===== src/rtl/lpc_pkg.sv =====
package lpc_pkg;

    typedef enum logic [2:0] {
        ST_NORMAL = 3'd0,
        ST_IDLE   = 3'd1,
        ST_STOP   = 3'd2,
        ST_DSTOP  = 3'd3,
        ST_SLEEP  = 3'd4
    } lpc_state_e;

    localparam int DATA_W   = 32;
    localparam int MODE_W   = 17;
    localparam int STOP_BIT = 16;
    localparam int KEY_W    = 16;

    localparam int CFG_IDLE_BIT  = 17;
    localparam int CFG_DEEP_BIT  = 16;
    localparam int CFG_SWAKE_BIT = 15;
    localparam int CFG_FLASH_BIT = 9;

    localparam int PULSE_W = 4;

endpackage


===== src/rtl/lpc_regs.sv =====
module lpc_regs
    import lpc_pkg::*;
#(
    parameter int          ADDR_W    = 4,
    parameter int          MODE_ADDR = 0,
    parameter int          CFG_ADDR  = 4,
    parameter logic [15:0] SLEEP_KEY = 16'h2BED
) (
    input  logic              clk,
    input  logic              rst_n,
    input  logic              we,
    input  logic [ADDR_W-1:0] addr,
    input  logic [DATA_W-1:0] wdata,
    input  logic              accept,
    input  logic              wake_clear,
    output logic [DATA_W-1:0] rdata,
    output logic              stop_req,
    output logic              sleep_req,
    output logic              cfg_idle,
    output logic              cfg_deep,
    output logic              cfg_swake,
    output logic              cfg_flash
);

    logic [MODE_W-1:0] mode_q;
    logic              mode_hit, cfg_hit, key_match, stop_bit, conflict, mode_wr;
    logic              unused_wbits;

    assign mode_hit  = we && accept && (addr == ADDR_W'(MODE_ADDR));
    assign cfg_hit   = we && accept && (addr == ADDR_W'(CFG_ADDR));
    assign key_match = (wdata[KEY_W-1:0] == SLEEP_KEY);
    assign stop_bit  = wdata[STOP_BIT];
    assign conflict  = key_match && stop_bit;
    assign mode_wr   = mode_hit && !conflict;
    assign stop_req  = mode_wr && stop_bit;
    assign sleep_req = mode_wr && key_match;

    assign unused_wbits = ^{wdata[DATA_W-1:18], wdata[14:10], wdata[8:0]};

    always_ff @(posedge clk or negedge rst_n) begin
        if (!rst_n) begin
            mode_q <= '0;
        end else if (wake_clear) begin
            mode_q <= '0;
        end else if (mode_wr) begin
            mode_q <= wdata[MODE_W-1:0];
        end
    end

    always_ff @(posedge clk or negedge rst_n) begin
        if (!rst_n) begin
            cfg_idle  <= 1'b0;
            cfg_deep  <= 1'b0;
            cfg_swake <= 1'b0;
            cfg_flash <= 1'b0;
        end else if (cfg_hit) begin
            cfg_idle  <= wdata[CFG_IDLE_BIT];
            cfg_deep  <= wdata[CFG_DEEP_BIT];
            cfg_swake <= wdata[CFG_SWAKE_BIT];
            cfg_flash <= wdata[CFG_FLASH_BIT];
        end
    end

    always_comb begin
        rdata = '0;
        if (addr == ADDR_W'(MODE_ADDR)) begin
            rdata[MODE_W-1:0] = mode_q;
        end else if (addr == ADDR_W'(CFG_ADDR)) begin
            rdata[CFG_IDLE_BIT]  = cfg_idle;
            rdata[CFG_DEEP_BIT]  = cfg_deep;
            rdata[CFG_SWAKE_BIT] = cfg_swake;
            rdata[CFG_FLASH_BIT] = cfg_flash;
        end
    end

endmodule


===== src/rtl/lpc_wake.sv =====
module lpc_wake
    import lpc_pkg::*;
#(
    parameter int WAKE_W = 8
) (
    input  lpc_state_e        state,
    input  logic [WAKE_W-1:0] wake,
    input  logic              batt_flt,
    input  logic              cfg_swake,
    output logic              wake_ok
);

    logic any_req;
    assign any_req = |wake;

    always_comb begin
        wake_ok = 1'b0;
        unique case (state)
            ST_NORMAL: wake_ok = 1'b0;
            ST_IDLE,
            ST_STOP,
            ST_DSTOP:  wake_ok = any_req;
            ST_SLEEP:  wake_ok = any_req && (batt_flt || cfg_swake);
            default:   wake_ok = 1'b0;
        endcase
    end

endmodule


===== src/rtl/lpc_fsm.sv =====
module lpc_fsm
    import lpc_pkg::*;
(
    input  logic               clk,
    input  logic               rst_n,
    input  logic               stop_req,
    input  logic               sleep_req,
    input  logic               cfg_deep,
    input  logic               cfg_idle,
    input  logic               standby,
    input  logic               wake_ok,
    output lpc_state_e         state,
    output logic [PULSE_W-1:0] entry_pulse
);

    lpc_state_e state_nx;

    always_comb begin
        state_nx = state;
        unique case (state)
            ST_NORMAL: begin
                if (stop_req)                 state_nx = cfg_deep ? ST_DSTOP : ST_STOP;
                else if (sleep_req)           state_nx = ST_SLEEP;
                else if (standby && cfg_idle) state_nx = ST_IDLE;
            end
            ST_IDLE, ST_STOP, ST_DSTOP, ST_SLEEP: begin
                if (wake_ok) state_nx = ST_NORMAL;
            end
            default: state_nx = ST_NORMAL;
        endcase
    end

    always_ff @(posedge clk or negedge rst_n) begin
        if (!rst_n) state <= ST_NORMAL;
        else        state <= state_nx;
    end

    always_ff @(posedge clk or negedge rst_n) begin
        if (!rst_n) begin
            entry_pulse <= '0;
        end else begin
            entry_pulse <= '0;
            if (state == ST_NORMAL) begin
                unique case (state_nx)
                    ST_IDLE:  entry_pulse <= 4'b0001;
                    ST_STOP:  entry_pulse <= 4'b0010;
                    ST_DSTOP: entry_pulse <= 4'b0100;
                    ST_SLEEP: entry_pulse <= 4'b1000;
                    default:  entry_pulse <= '0;
                endcase
            end
        end
    end

endmodule


===== src/rtl/lpc_ctrl.sv =====
module lpc_ctrl
    import lpc_pkg::*;
#(
    parameter int          ADDR_W    = 4,
    parameter int          MODE_ADDR = 0,
    parameter int          CFG_ADDR  = 4,
    parameter int          WAKE_W    = 8,
    parameter logic [15:0] SLEEP_KEY = 16'h2BED
) (
    input  logic               clk,
    input  logic               rst_n,
    input  logic               reg_we,
    input  logic [ADDR_W-1:0]  reg_addr,
    input  logic [31:0]        reg_wdata,
    output logic [31:0]        reg_rdata,
    input  logic               standby_i,
    input  logic               batt_flt_i,
    input  logic [WAKE_W-1:0]  wake_i,
    input  logic               int_rst_i,
    output logic               flash_rst_o,
    output logic [2:0]         state_o,
    output logic [3:0]         entry_pulse_o
);

    lpc_state_e state;
    logic stop_req, sleep_req, cfg_idle, cfg_deep, cfg_swake, cfg_flash, wake_ok;

    lpc_regs #(
        .ADDR_W(ADDR_W), .MODE_ADDR(MODE_ADDR), .CFG_ADDR(CFG_ADDR), .SLEEP_KEY(SLEEP_KEY)
    ) u_regs (
        .clk(clk), .rst_n(rst_n), .we(reg_we), .addr(reg_addr), .wdata(reg_wdata),
        .accept(state == ST_NORMAL), .wake_clear(wake_ok), .rdata(reg_rdata),
        .stop_req(stop_req), .sleep_req(sleep_req), .cfg_idle(cfg_idle),
        .cfg_deep(cfg_deep), .cfg_swake(cfg_swake), .cfg_flash(cfg_flash)
    );

    lpc_wake #(.WAKE_W(WAKE_W)) u_wake (
        .state(state), .wake(wake_i), .batt_flt(batt_flt_i),
        .cfg_swake(cfg_swake), .wake_ok(wake_ok)
    );

    lpc_fsm u_fsm (
        .clk(clk), .rst_n(rst_n), .stop_req(stop_req), .sleep_req(sleep_req),
        .cfg_deep(cfg_deep), .cfg_idle(cfg_idle), .standby(standby_i),
        .wake_ok(wake_ok), .state(state), .entry_pulse(entry_pulse_o)
    );

    assign state_o     = state;
    assign flash_rst_o = int_rst_i && !cfg_flash;

endmodule


===== config.mk =====
export PLATFORM = sky130hd
export DESIGN_NAME = lpc_ctrl
export DESIGN_NICKNAME = d
export VERILOG_FILES = /design/src/rtl/lpc_pkg.sv /design/src/rtl/lpc_regs.sv /design/src/rtl/lpc_wake.sv /design/src/rtl/lpc_fsm.sv /design/src/rtl/lpc_ctrl.sv
export SDC_FILE = /design/constraint.sdc
export NUM_CORES = 1
export LEC_CHECK = 0
export BUFFER_PORTS_ARGS = -buffer_cell sky130_fd_sc_hd__buf_2
export CORE_ASPECT_RATIO = 1.2
export CORE_MARGIN = 1.5
export CORE_UTILIZATION = 44
export CTS_CLUSTER_DIAMETER = 200
export DETAILED_ROUTE_END_ITERATION = 8
export MAX_ROUTING_LAYER = met4
export PLACE_DENSITY = 0.8
export SYNTH_ARGS = -nofsm -noshare
export SYNTH_HDL_FRONTEND = slang
export SYNTH_HIERARCHICAL = 1
export SYNTH_SLANG_ARGS = --single-unit

===== constraint.sdc =====
create_clock -name clk -period 2.3 [get_ports clk]
set_input_delay 0.115 -clock clk [delete_from_list [all_inputs] [get_ports clk]]
set_output_delay 0.115 -clock clk [all_outputs]
set_load 0.03 [all_outputs]

==> results.txt <==
status = finished clean
routability cong. = 0.8283
commonest non-fill, non-tap cell in the layout = buf_2
Core Rows = 27
ant diodes = 0
Async SR Flop Fraction = 100.0%
# fillers = 436
Highest Clock Rate = 503.6 MHz
worst slew pin tran = 652.1 ps
crit path DAT = 2160 ps
vias = 1831
number of flops mapped to enable cells by yosys = 0
most frequent cells in the layout = buf_2, dfrtp_1, nand3_1
antenna violations before repair = 0
Lkg Pwr = 1.199 nW
total CTS buffers = 3
worst-path fanout max = 35
Final Hold Fails = 0
Die ar. = 0.005247 mm2
CP required = 2470 ps
synth top area cells = dfrtp_1, buf_4, and2_1
Avg WL per Cell = 13.85 um
peak supply drop = 0.0003089 V
RSZ-0062 raised after global routing = no
met2 WL = 2488 um
Post-Route Skew = 1.779 ps
grt ovf = 0
initial core utilization = 45.82%
Antenna Nets Post-Route = 0
area leader, netlist = dfrtp_1
Seq/Total Area, Yosys = 33.04%
detailed placer's ending HPWL = 3378 um
Crit Path Category = reg2reg
met3 routed WL = 161 um
router iterations before antenna repair = 4
Cell Area, Synth = 0.002121 mm2
Met1 Wirelength = 1970 um
final wirelength = 4696 um
TritonCTS clock tree = built
Root Driver = clkbuf_8
GRT Total Usage = 19.12%
Hold WC Path Type = in2reg
highest metal used = met4
minimum clock period = 1986 ps
global-route wire length before repair = 7755 um
Critical Path Start Type = register
Storage cell area = 700.7 um2
layout cells sized above 1 = 39.86%
number of global-route vias before repair = 1726
Area Overhead vs Synth = 15.63%
CTS sink cnt = 28
chip width = 66.38 um
Reg clk slew, reported paths = 100 ps
Setup violations, final = 0
area of the multi-input gates = 0.001194 mm2
fin crit share = 86.33%
Syn Area/Cell = 9.510 um2
largest net degree at the start of global routing = 36
die boundary height = 79.05 um
YS warnings = 6
cts repair resizes = 0
DRT iter0 DRCs = 62
core area = 0.004628 mm2
Final Max Slew Viols = 0
max cap viols = 0
post-CTS setup buffers = 0
vias per cell = 5.401
Max H-tree Level = 1
top-area cell type share of the netlist area = 33.04%
# DRC = 0
worst skew pair latency = 280 ps
Main synth FF type = dfrtp_1
Rel. slew slack = 56.53%
pwr dens = 682.9 mW/mm2
Area after DPL = 0.002371 mm2
fin nets = 332
Fin Setup TNS = 0 ps
io pins = 90
element type at the critical path end = register
port bufs = 61
Synth Register Bits = 28
Max Root-Sink Buffers = 2
cell count after synthesis = 223
Distinct cells, synth = 50
final instance area = 0.002452 mm2
==> per-stage QoR <==
step,hold WS [ps],utilization (%),worst slack [ps],total power (W),cells
after global routing,56.28,52.99,138.8,0.001775,339
after detailed placement,176.7,51.23,340.0,0.001283,334
after global placement,168.2,51.23,382.0,0.001268,334
after CTS,63.36,52.99,320.8,0.001682,339
after floorplan,-180.6,-,128.9,0.001114,236
final,67.24,52.99,314.3,0.001675,339
==> logic make-up after synthesis <==
logic type	share of synthesized area [%]
AND/OR/NAND/NOR	40.41
buffers and inverters	12.98
flip-flops	33.04
AO/OA/AOI/OAI	9.853
multiplexers	3.540
other	0.1768
==> what timing repair did <==
item | 4_1_cts | 5_1_grt
hold buffers | 1 | 0
endpoints found under the hold margin | 28 | 0
setup endpoints to repair | 0 | 0
==> critical path: stages (launching register included) <==
cell	delay [ps]
dfrtp_1	510
or2_0	260
a22oi_1	290
buf_12	220
or2b_1	150
nor3_1	50
a221oi_1	310
nand2_1	70
==> cell type report <==
class | instances | share of cell area [%]
multi-input combinational | 172 | 48.67
tap | 58 | 2.959
clock inverter | 1 | 1.224
sequential | 28 | 28.57
inverter | 7 | 1.071
clock buffer | 3 | 1.684
timing repair buffer | 70 | 15.82
==> final timing paths <==
path / startpoint / cells after the start / end / slack (ps)
max: u_fsm/state[2]$_DFF_PN0_ / 7 / u_regs/mode_q[2]$_DFFE_PN0P_ / 310
min: reg_wdata[17] / 2 / u_regs/cfg_idle$_DFFE_PN0P_ / 70
max reg2reg: u_fsm/state[2]$_DFF_PN0_ / 7 / u_regs/mode_q[2]$_DFFE_PN0P_ / 310
min reg2reg: u_regs/cfg_flash$_DFFE_PN0P_ / 1 / u_regs/cfg_flash$_DFFE_PN0P_ / 550
max in group asynchronous: rst_n / 2 / u_regs/mode_q[4]$_DFFE_PN0P_ / 1500
min in group asynchronous: rst_n / 2 / u_regs/mode_q[1]$_DFFE_PN0P_ / 380
==> state kept, by name (all words and copies together), names as in the netlist <==
signal and count:
u_regs/mode_q 17, u_fsm/entry_pulse 4, u_fsm/state 3, u_regs/cfg_deep 1
u_regs/cfg_flash 1, u_regs/cfg_idle 1, u_regs/cfg_swake 1
==> synthesized netlist by cell type, types with 2 or more instances <==
| cell | n |
|---|---|
| or2b_1 | 3 |
| a31oi_1 | 3 |
| buf_4 | 15 |
| nand2b_1 | 5 |
| a21oi_1 | 4 |
| nor2_1 | 7 |
| nor3_1 | 11 |
| nor4_2 | 7 |
| nand3_1 | 15 |
| dfrtp_1 | 28 |
| and4bb_2 | 3 |
| nor2b_1 | 7 |
| or3b_1 | 2 |
| a221oi_1 | 7 |
| and2_1 | 14 |
| nand2_1 | 14 |
| buf_6 | 3 |
| mux2i_1 | 3 |
| mux2_2 | 4 |
| and3b_2 | 2 |
| clkbuf_1 | 5 |
| nor4_1 | 5 |
| clkbuf_8 | 5 |
| or2b_2 | 5 |
| and2b_2 | 7 |
| and3_1 | 2 |
| inv_1 | 7 |
| o311ai_0 | 8 |
==> per-layer routing <==
layer	up-vias	GRT usage (%)
met2	49	32.50
met4	0	6.735
met3	7	1.275
met1	876	23.91
li1	899	-
met5	-	-
==> report_power, final <==
part / internal [W] / switching [W] / leakage, nW
Combinational: 0.000266 / 0.000386 / 0.783
Sequential: 0.000572 / 0.0000519 / 0.381
Clock: 0.000233 / 0.000165 / 0.0357
Total: 0.00107 / 0.000603 / 1.20
No activity file was read; power rests on OpenSTA's default activity.
